## src/rtl/refresh_pkg.sv

```systemverilog
package refresh_pkg;
    localparam int ROW_W  = 9;
    localparam int ADDR_W = 20;
    localparam int DATA_W = 16;
    localparam int BASE_W = ADDR_W - ROW_W;
    localparam int NREQ   = 5;
    localparam int EN_BIT = 15;

    typedef enum logic [2:0] {
        REQ_RFSH = 3'd0,
        REQ_CPU  = 3'd1,
        REQ_DMA  = 3'd2,
        REQ_IVEC = 3'd3,
        REQ_HOLD = 3'd4
    } req_idx_e;

    typedef struct packed {
        logic              enable;
        logic [BASE_W-1:0] base;
    } ctrl_t;

    function automatic ctrl_t decode_ctrl(input logic [DATA_W-1:0] d);
        ctrl_t c;
        c.enable = d[EN_BIT];
        c.base   = d[BASE_W-1:0];
        return c;
    endfunction

    function automatic logic [ADDR_W-1:0] form_addr(input logic [BASE_W-1:0] b,
                                                    input logic [ROW_W-1:0]  r);
        return {b, r};
    endfunction
endpackage

```

## src/rtl/rfsh_interval_timer.sv

```systemverilog
module rfsh_interval_timer #(
    parameter int CNT_W     = 9,
    parameter int PSAVE_DIV = 4
) (
    input  logic             clk,
    input  logic             rst,
    input  logic             clk_en,
    input  logic             psave,
    input  logic             run,
    input  logic             load,
    input  logic [CNT_W-1:0] reload_val,
    output logic             expire
);
    logic [CNT_W-1:0] count_q;
    logic             tick;

    generate
        if (PSAVE_DIV > 1) begin : g_div
            localparam int DIV_W = $clog2(PSAVE_DIV);
            localparam logic [DIV_W-1:0] DIV_LAST = DIV_W'(PSAVE_DIV - 1);
            logic [DIV_W-1:0] div_q;
            always_ff @(posedge clk) begin
                if (rst || load) begin
                    div_q <= '0;
                end else if (clk_en && run) begin
                    if (!psave || div_q == DIV_LAST) div_q <= '0;
                    else                             div_q <= div_q + 1'b1;
                end
            end
            assign tick = clk_en && run && (!psave || div_q == DIV_LAST);
        end else begin : g_nodiv
            assign tick = clk_en && run;
        end
    endgenerate

    assign expire = tick && !load && (count_q <= CNT_W'(1));

    always_ff @(posedge clk) begin
        if (rst) begin
            count_q <= '0;
        end else if (load) begin
            count_q <= reload_val;
        end else if (tick) begin
            if (count_q <= CNT_W'(1)) count_q <= reload_val;
            else                      count_q <= count_q - 1'b1;
        end
    end

    // an expiry reloads the count from the interval source
    a_r2_reload: assert property (@(posedge clk) disable iff (rst)
        expire |=> (count_q == $past(reload_val)));
    // with no counted strobe and no load the count holds
    a_r3_hold: assert property (@(posedge clk) disable iff (rst)
        (!tick && !load) |=> $stable(count_q));
    // no expiry while not running
    a_r10_frozen: assert property (@(posedge clk) disable iff (rst)
        !run |-> !expire);
endmodule

```

## src/rtl/rfsh_row_counter.sv

```systemverilog
module rfsh_row_counter #(
    parameter int ROW_W = 9
) (
    input  logic             clk,
    input  logic             rst,
    input  logic             adv,
    output logic [ROW_W-1:0] row
);
    always_ff @(posedge clk) begin
        if (rst)      row <= '0;
        else if (adv) row <= row + 1'b1;
    end

    // one step per grant, wrapping naturally
    a_r6_step: assert property (@(posedge clk) disable iff (rst)
        adv |=> (row == $past(row) + ROW_W'(1)));
    a_r6_still: assert property (@(posedge clk) disable iff (rst)
        !adv |=> $stable(row));
endmodule

```

## src/rtl/rfsh_bus_arbiter.sv

```systemverilog
module rfsh_bus_arbiter #(
    parameter int N = 5
) (
    input  logic         clk,
    input  logic         rst,
    input  logic         bus_free,
    input  logic [N-1:0] req,
    output logic [N-1:0] gnt
);
    logic [N:0] blocked;
    assign blocked[0] = 1'b0;

    generate
        for (genvar i = 0; i < N; i++) begin : g_pri
            assign blocked[i+1] = blocked[i] | req[i];
            assign gnt[i]       = bus_free & req[i] & ~blocked[i];
        end
    endgenerate

    // single grant, none when the bus is busy, top request always served
    a_r7_onehot: assert property (@(posedge clk) disable iff (rst) $onehot0(gnt));
    a_r7_busy: assert property (@(posedge clk) disable iff (rst)
        !bus_free |-> (gnt == '0));
    a_r7_top: assert property (@(posedge clk) disable iff (rst)
        (bus_free && req[0]) |-> gnt[0]);
endmodule

```

## src/rtl/dram_refresh_gen.sv

```systemverilog
module dram_refresh_gen
    import refresh_pkg::*;
#(
    parameter int PSAVE_DIV = 4
) (
    input  logic              clk,
    input  logic              rst,
    input  logic              clk_en,
    input  logic              psave,
    input  logic              pdown,
    input  logic              wr_en,
    input  logic              wr_sel,
    input  logic [DATA_W-1:0] wr_data,
    input  logic              bus_free,
    input  logic              cpu_req,
    input  logic              dma_req,
    input  logic              ivec_req,
    input  logic              hold_req,
    output logic              gnt_refresh,
    output logic              gnt_cpu,
    output logic              gnt_dma,
    output logic              gnt_ivec,
    output logic              gnt_hold,
    output logic              refresh_pending,
    output logic [ADDR_W-1:0] refresh_addr
);
    logic [ROW_W-1:0] interval_q;
    ctrl_t            ctrl_q;
    logic             load;
    logic [ROW_W-1:0] reload_val;
    logic             expire;
    logic             clr;
    logic [ROW_W-1:0] row;
    logic [NREQ-1:0]  req;
    logic [NREQ-1:0]  gnt;

    assign load       = wr_en;
    assign reload_val = (wr_en && !wr_sel) ? wr_data[ROW_W-1:0] : interval_q;
    assign clr        = load || pdown || !ctrl_q.enable;

    always_ff @(posedge clk) begin
        if (rst) begin
            interval_q <= '0;
            ctrl_q     <= '0;
        end else if (wr_en) begin
            if (wr_sel) ctrl_q     <= decode_ctrl(wr_data);
            else        interval_q <= wr_data[ROW_W-1:0];
        end
    end

    rfsh_interval_timer #(.CNT_W(ROW_W), .PSAVE_DIV(PSAVE_DIV)) u_timer (
        .clk(clk), .rst(rst), .clk_en(clk_en), .psave(psave),
        .run(ctrl_q.enable && !pdown), .load(load),
        .reload_val(reload_val), .expire(expire)
    );

    always_ff @(posedge clk) begin
        if (rst || clr) refresh_pending <= 1'b0;
        else            refresh_pending <= (refresh_pending && !gnt_refresh) || expire;
    end

    assign req[REQ_RFSH] = refresh_pending;
    assign req[REQ_CPU]  = cpu_req;
    assign req[REQ_DMA]  = dma_req;
    assign req[REQ_IVEC] = ivec_req;
    assign req[REQ_HOLD] = hold_req;

    rfsh_bus_arbiter #(.N(NREQ)) u_arb (
        .clk(clk), .rst(rst), .bus_free(bus_free), .req(req), .gnt(gnt)
    );

    assign gnt_refresh = gnt[REQ_RFSH];
    assign gnt_cpu     = gnt[REQ_CPU];
    assign gnt_dma     = gnt[REQ_DMA];
    assign gnt_ivec    = gnt[REQ_IVEC];
    assign gnt_hold    = gnt[REQ_HOLD];

    rfsh_row_counter #(.ROW_W(ROW_W)) u_row (
        .clk(clk), .rst(rst), .adv(gnt_refresh), .row(row)
    );

    assign refresh_addr = form_addr(ctrl_q.base, row);

    // a pending request survives until granted or cleared
    a_r4_sticky: assert property (@(posedge clk) disable iff (rst)
        (refresh_pending && !gnt_refresh && !clr) |=> refresh_pending);
    // a register write leaves no request pending
    a_r8_wrclear: assert property (@(posedge clk) disable iff (rst)
        wr_en |=> !refresh_pending);
    // powerdown drops the request
    a_r10_pdown: assert property (@(posedge clk) disable iff (rst)
        pdown |=> !refresh_pending);
    // grant only with a pending request
    a_r5_grant: assert property (@(posedge clk) disable iff (rst)
        gnt_refresh |-> refresh_pending);
endmodule

```

## config.mk

```make
export PLATFORM = sky130hd
export DESIGN_NAME = dram_refresh_gen
export DESIGN_NICKNAME = d
export VERILOG_FILES = /design/src/rtl/refresh_pkg.sv /design/src/rtl/rfsh_interval_timer.sv /design/src/rtl/rfsh_row_counter.sv /design/src/rtl/rfsh_bus_arbiter.sv /design/src/rtl/dram_refresh_gen.sv
export SDC_FILE = /design/constraint.sdc
export NUM_CORES = 1
export LEC_CHECK = 0
export BUFFER_PORTS_ARGS = -buffer_cell sky130_fd_sc_hd__buf_2
export CAP_MARGIN = 20
export CORE_MARGIN = 2
export CORE_UTILIZATION = 48
export CTS_CLUSTER_SIZE = 12
export DETAILED_ROUTE_END_ITERATION = 16
export HOLD_SLACK_MARGIN = 0.1
export MAX_ROUTING_LAYER = met4
export PLACE_DENSITY = 0.76
export REMOVE_ABC_BUFFERS = 1
export SLEW_MARGIN = 20
export SYNTH_ARGS = -nofsm -noshare
export SYNTH_HDL_FRONTEND = slang
export SYNTH_SLANG_ARGS = --single-unit
```

## constraint.sdc

```tcl
create_clock -name clk -period 1.5 [get_ports clk]
set_input_delay 0.075 -clock clk [delete_from_list [all_inputs] [get_ports clk]]
set_output_delay 0.075 -clock clk [all_outputs]
set_load 0.01 [all_outputs]
```

# Yosys cells after proc, flatten, opt, wreduce, memory -nomap -nowiden
# Index checks and enable logic that the tools add are counted.
[op_classes]
add_sub_neg = 3
n_lt_le_gt_ge = 1
n_eq_ne = 1
muxes = 5
bitwise_logic = 17
n_reduce_logical = 22
[ops]
columns = ["op", "n"]
rows = [
  ["$mux W9", 4],
  ["$add A9 B1 Y9 const B", 1],
  ["$and A1 B1 Y1", 9],
  ["$le A9 B1 Y1 const B", 1],
  ["$sub A9 B1 Y9 const B", 1],
  ["$logic_and A1 B1 Y1", 7],
  ["$logic_not A1 Y1", 6],
  ["$logic_or A1 B1 Y1", 6],
  ["$not A1 Y1", 5],
  ["$reduce_and A2 Y1", 2],
  ["$or A1 B1 Y1", 3],
  ["$add A2 B1 Y2 const B", 1],
  ["$eq A2 B2 Y1 const B", 1],
  ["$mux W2", 1],
  ["$reduce_bool A2 Y1", 1],
]
[word_totals]
reg_bits = 42
input_bits = 28
out_inout_bits = 26
word_cells = 56

# Logic depth before layout (Yosys ltp)
[depth]
depth_word = 7
depth_mapped = 7

# Hierarchy
# From an unflattened synthesis, not the netlist that was laid out.
[hier_totals]
cells_unflattened = 258
hier_area_um2 = 2384.8
[by_module_without_submodules]
columns = ["mod", "instances", "cells_each", "area_per_inst_um2"]
rows = [
  ["dram_refresh_gen", 1, 112, 1163.6],
  ["rfsh_interval_timer", 1, 96, 754.5],
  ["rfsh_row_counter", 1, 42, 387.9],
  ["rfsh_bus_arbiter", 1, 8, 78.8],
]

# Worst setup path after synthesis
# Ideal clock, no wire load.
[synth_timing]
path_type = "register to register"
start = "register u_timer.count_q[1]"
end = "register u_timer.count_q[5]"
setup_time_ps = 79
arrival_time_ps = 1577
t_required_ps = 1421
path_slack_ps = -156
stages_incl_launch_ff = 8
period_less_slack_ps = 1656
cell_sequence = "dfxtp_1 -> inv_1 -> ha_1 -> o21bai_1 -> and3_1 -> buf_6 -> or4_4 -> o221ai_2"
[synth_via]
elab_chain_cells = 4
[synth_lines]
columns = ["element", "line_no", "rtl"]
rows = [
  ["start: declaration", "rfsh_interval_timer.sv:14", "logic [CNT_W-1:0] count_q;"],
  ["start signal: assignment", "rfsh_interval_timer.sv:42", "count_q <= reload_val;"],
  ["start signal: assignment", "rfsh_interval_timer.sv:44", "if (count_q <= CNT_W'(1)) count_q <= reload_val;"],
  ["start signal: assignment", "rfsh_interval_timer.sv:45", "else count_q <= count_q - 1'b1;"],
  ["$sub A9 B1 Y9 or $le A9 B1 Y1 (tied branches)", "rfsh_interval_timer.sv:45, rfsh_interval_timer.sv:44", ""],
  ["$mux W9 (*)", "rfsh_interval_timer.sv:44", ""],
  ["$mux W9 (*)", "rfsh_interval_timer.sv:43", "end else if (tick) begin"],
  ["$mux W9 (*)", "rfsh_interval_timer.sv:41", "end else if (load) begin"],
]
# Mark *: on every way between the ends. The rest lies on a longest branch, timed or not. The select of a mux whose other input is x is not followed.
# A chain may end at the register's enable or synchronous reset.

# Worst setup path in the final report
[layout_timing]
start = "register u_timer.count_q[0]"
end = "register u_timer.count_q[8]"
# Same word-level chain as after synthesis.

==> results.ini <==
[sta]
relSlewSlack_pct = 66.2
worst_pin_slew_ns = 0.507
final_hold_viol_count = 0
fin_crit_sh_pct = 110
report.final.slew_viol_count = 0
period_needed_ns = 1.65
layout_setup_ws_ns = -0.147
fin_tns_setup_ns = -0.329
finalClockSkew_ns = 0.00428
finalSetupViolCount = 4
rsz0062_at_grt = yes
timing.fmax_mhz = 607

[route]
drc = 0
routedWlPerCell_um = 14.0
viasPerCell = 5.38
routed_wl_um = 5350
num_vias = 2048
drtIter0Drc = 95
dr.pass1.iters = 4
antenna_left = 0

[floorplan]
start_util_pct = 49.5
core_area_um2 = 4350
dieArea_um2 = 5050
dieWidth_um = 71.0
rows = 24
ioPinCount = 54
dieHeight_um = 71.0

[cts]
cts_inserted_buffers = 5
numClockSinks = 42
cts-htree-levels = 2
clk_latency_ns = 0.30
clock_path_buffers = 2
tritoncts = built
path_clk_slew_ns = 0.08
root_buffer = clkbuf_8

[logic_synthesis]
ys_seq_elements = 42
synth_edf_count = 0
synth_area_leaders = dfxtp_1 39%, nand2_1 6.4%, mux2i_1 6.0%, a21oi_1 4.9%, buf_4 4.2%
synthCells = 248
yosys_warnings = 0
ys.flop_type = dfxtp_1
yosysTopAreaCell = dfxtp_1
async_flop_share_pct = 0
ys_types = 55
ys_seq_area_share_pct = 39.0
syn_area_um2 = 2160
synth_top_area_share_pct = 39.0
synth_area_per_cell_um2 = 8.70
yosysMostFrequentCell = dfxtp_1
synthTopCellsByCount = 42 x dfxtp_1, 37 x nand2_1, 22 x nor2_1, 21 x a21oi_1, 13 x mux2i_1

[power_and_ir_drop]
p_leak_nw = 1.34
power_w = 0.00279
vdd_drop_max_v = 0.000730
power_density_nw_per_um2 = 945

[finish]
diodes = 0
syn_to_final_growth_pct = 36.9
drive_above_1_share_pct = 38.0
multi_input_comb_area_um2 = 1240
seqCellArea_um2 = 845
finalNetCount = 360
stdcell_area_um2 = 2950
n_fill_cell = 336

[worst_setup_path]
crit_type = flop to flop
reg2reg_slack_ns = -0.15
r2r_cells = 6
startpoint_type = flop
endpoint = u_timer.count_q[8]
r2r-start = u_timer.count_q[0]
cp.required_ns = 1.69
r2r-end = u_timer.count_q[8]
endpoint_kind = flop
crit_path_max_fanout = 4
cp-startpoint = u_timer.count_q[0]
crit_arrival_ns = 1.83

[run_status]
outcome = finished with violations
violations = setup timing

[grt]
grt_overflow_total = 0
grt_max_degree = 37
grt_pass1_vias = 2090
grt_pass1_wl_um = 8970
grt_util_all_layers_pct = 22.9
antenna_found_initial = 0

[min_path]
holdCritStartpoint = wr_en
hold_path.class = primary input to flop

[placement]
dpl_cell_area_um2 = 2540
routabilityCongestion = 0.867
hpwl_um = 3680
numPortBuffers = 49

[run]
cap_violations = 0

how the worst min path moves through the flow:
stage | endpoint | slack, ns | cells after the start
after global routing | u_timer.count_q[6] | 0.23 | 3
final | u_timer.count_q[6] | 0.21 | 3
after CTS | refresh_pending | 0.22 | 4
after detailed placement | refresh_pending | 0.28 | 2
after floorplan | u_timer.count_q[2] | 0.14 | 1
after global placement | refresh_pending | 0.27 | 2
kinds of logic after synthesis:
logic type	Yosys count	share of synthesized area, %
AOI/OAI and AO/OA	46	15.2
xor gates and xnor gates	7	2.84
adders and majority gates	4	2.32
buffers and inverters	29	7.60
DFF	42	39.0
muxes	14	6.55
and+or+nand+nor	106	26.5
cells in the final DEF (no fill, tap or decap), types with 3 or more instances in the layout:
cell and instances:
a21oi_1 19, dfxtp_1 39, xor2_1 4, and3b_1 3
nand2_1 36, dlygate4sd3_1 14, nand3_1 5, nand4_1 4
nor2_1 21, inv_1 4, buf_2 49, buf_4 32
or2_2 4, xnor2_1 3, and2_1 3, clkbuf_8 6
dfxtp_2 3, mux2i_1 13, or3_1 3, nor3_1 6
timing repair:
item / 4_1_cts / 5_1_grt
gates resized for setup: 15 / 9
hold buffers: 14 / 0
setup buffers: 4 / 0
endpoints found under the setup margin: 10 / 12
hold endpoints to repair: 17 / 0
pin swaps: 4 / 4
cell type report:
cell class	instances	share of cell area, %
clock inverters	2	2.03
inverters	6	0.763
flip-flops and latches	42	28.6
clock buffers	6	2.80
well taps	52	2.20
multi-input cells	177	42.0
repair buffers	96	21.6
sequential cells by signal, summed over array words and instances (netlist names):
| register | cells |
|---|---|
| refresh_addr | 11 |
| interval_q | 9 |
| u_row.row | 9 |
| u_timer.count_q | 9 |
| u_timer.g_div.div_q | 2 |
| ctrl_q | 1 |
| refresh_pending | 1 |
critical path, cell delays in order (launching register included):
cell	delay [ns]
dfxtp_2	0.35
inv_2	0.08
ha_4	0.13
or4b_4	0.50
nor4_4	0.16
mux2i_1	0.25
o2bb2ai_2	0.07
per-layer routing:
metal  GRT usage (%)  wire [um]
met2            38.6       2620
met4            5.66         57
met3            6.27        297
met1            27.0       2380
met5               -          0
metrics by stage:
step | hold slack [ns] | setup WS (ns) | util (%) | instances
after floorplan | 0.138 | -0.110 | - | 225
after global placement | 0.274 | -0.108 | 58.4 | 355
after detailed placement | 0.281 | -0.179 | 58.4 | 355
after CTS | 0.220 | -0.143 | 67.0 | 381
after global routing | 0.230 | -0.195 | 67.8 | 381
final | 0.211 | -0.147 | 67.8 | 381
power by group:
part / leakage [nW] / switching [W] / total, W / internal (W)
registers: 0.343 / 0.0000277 / 0.00118 / 0.00115
logic: 0.928 / 0.000252 / 0.000506 / 0.000254
clock network: 0.0714 / 0.000392 / 0.00110 / 0.000710
Power figures use the tool's default switching activity.
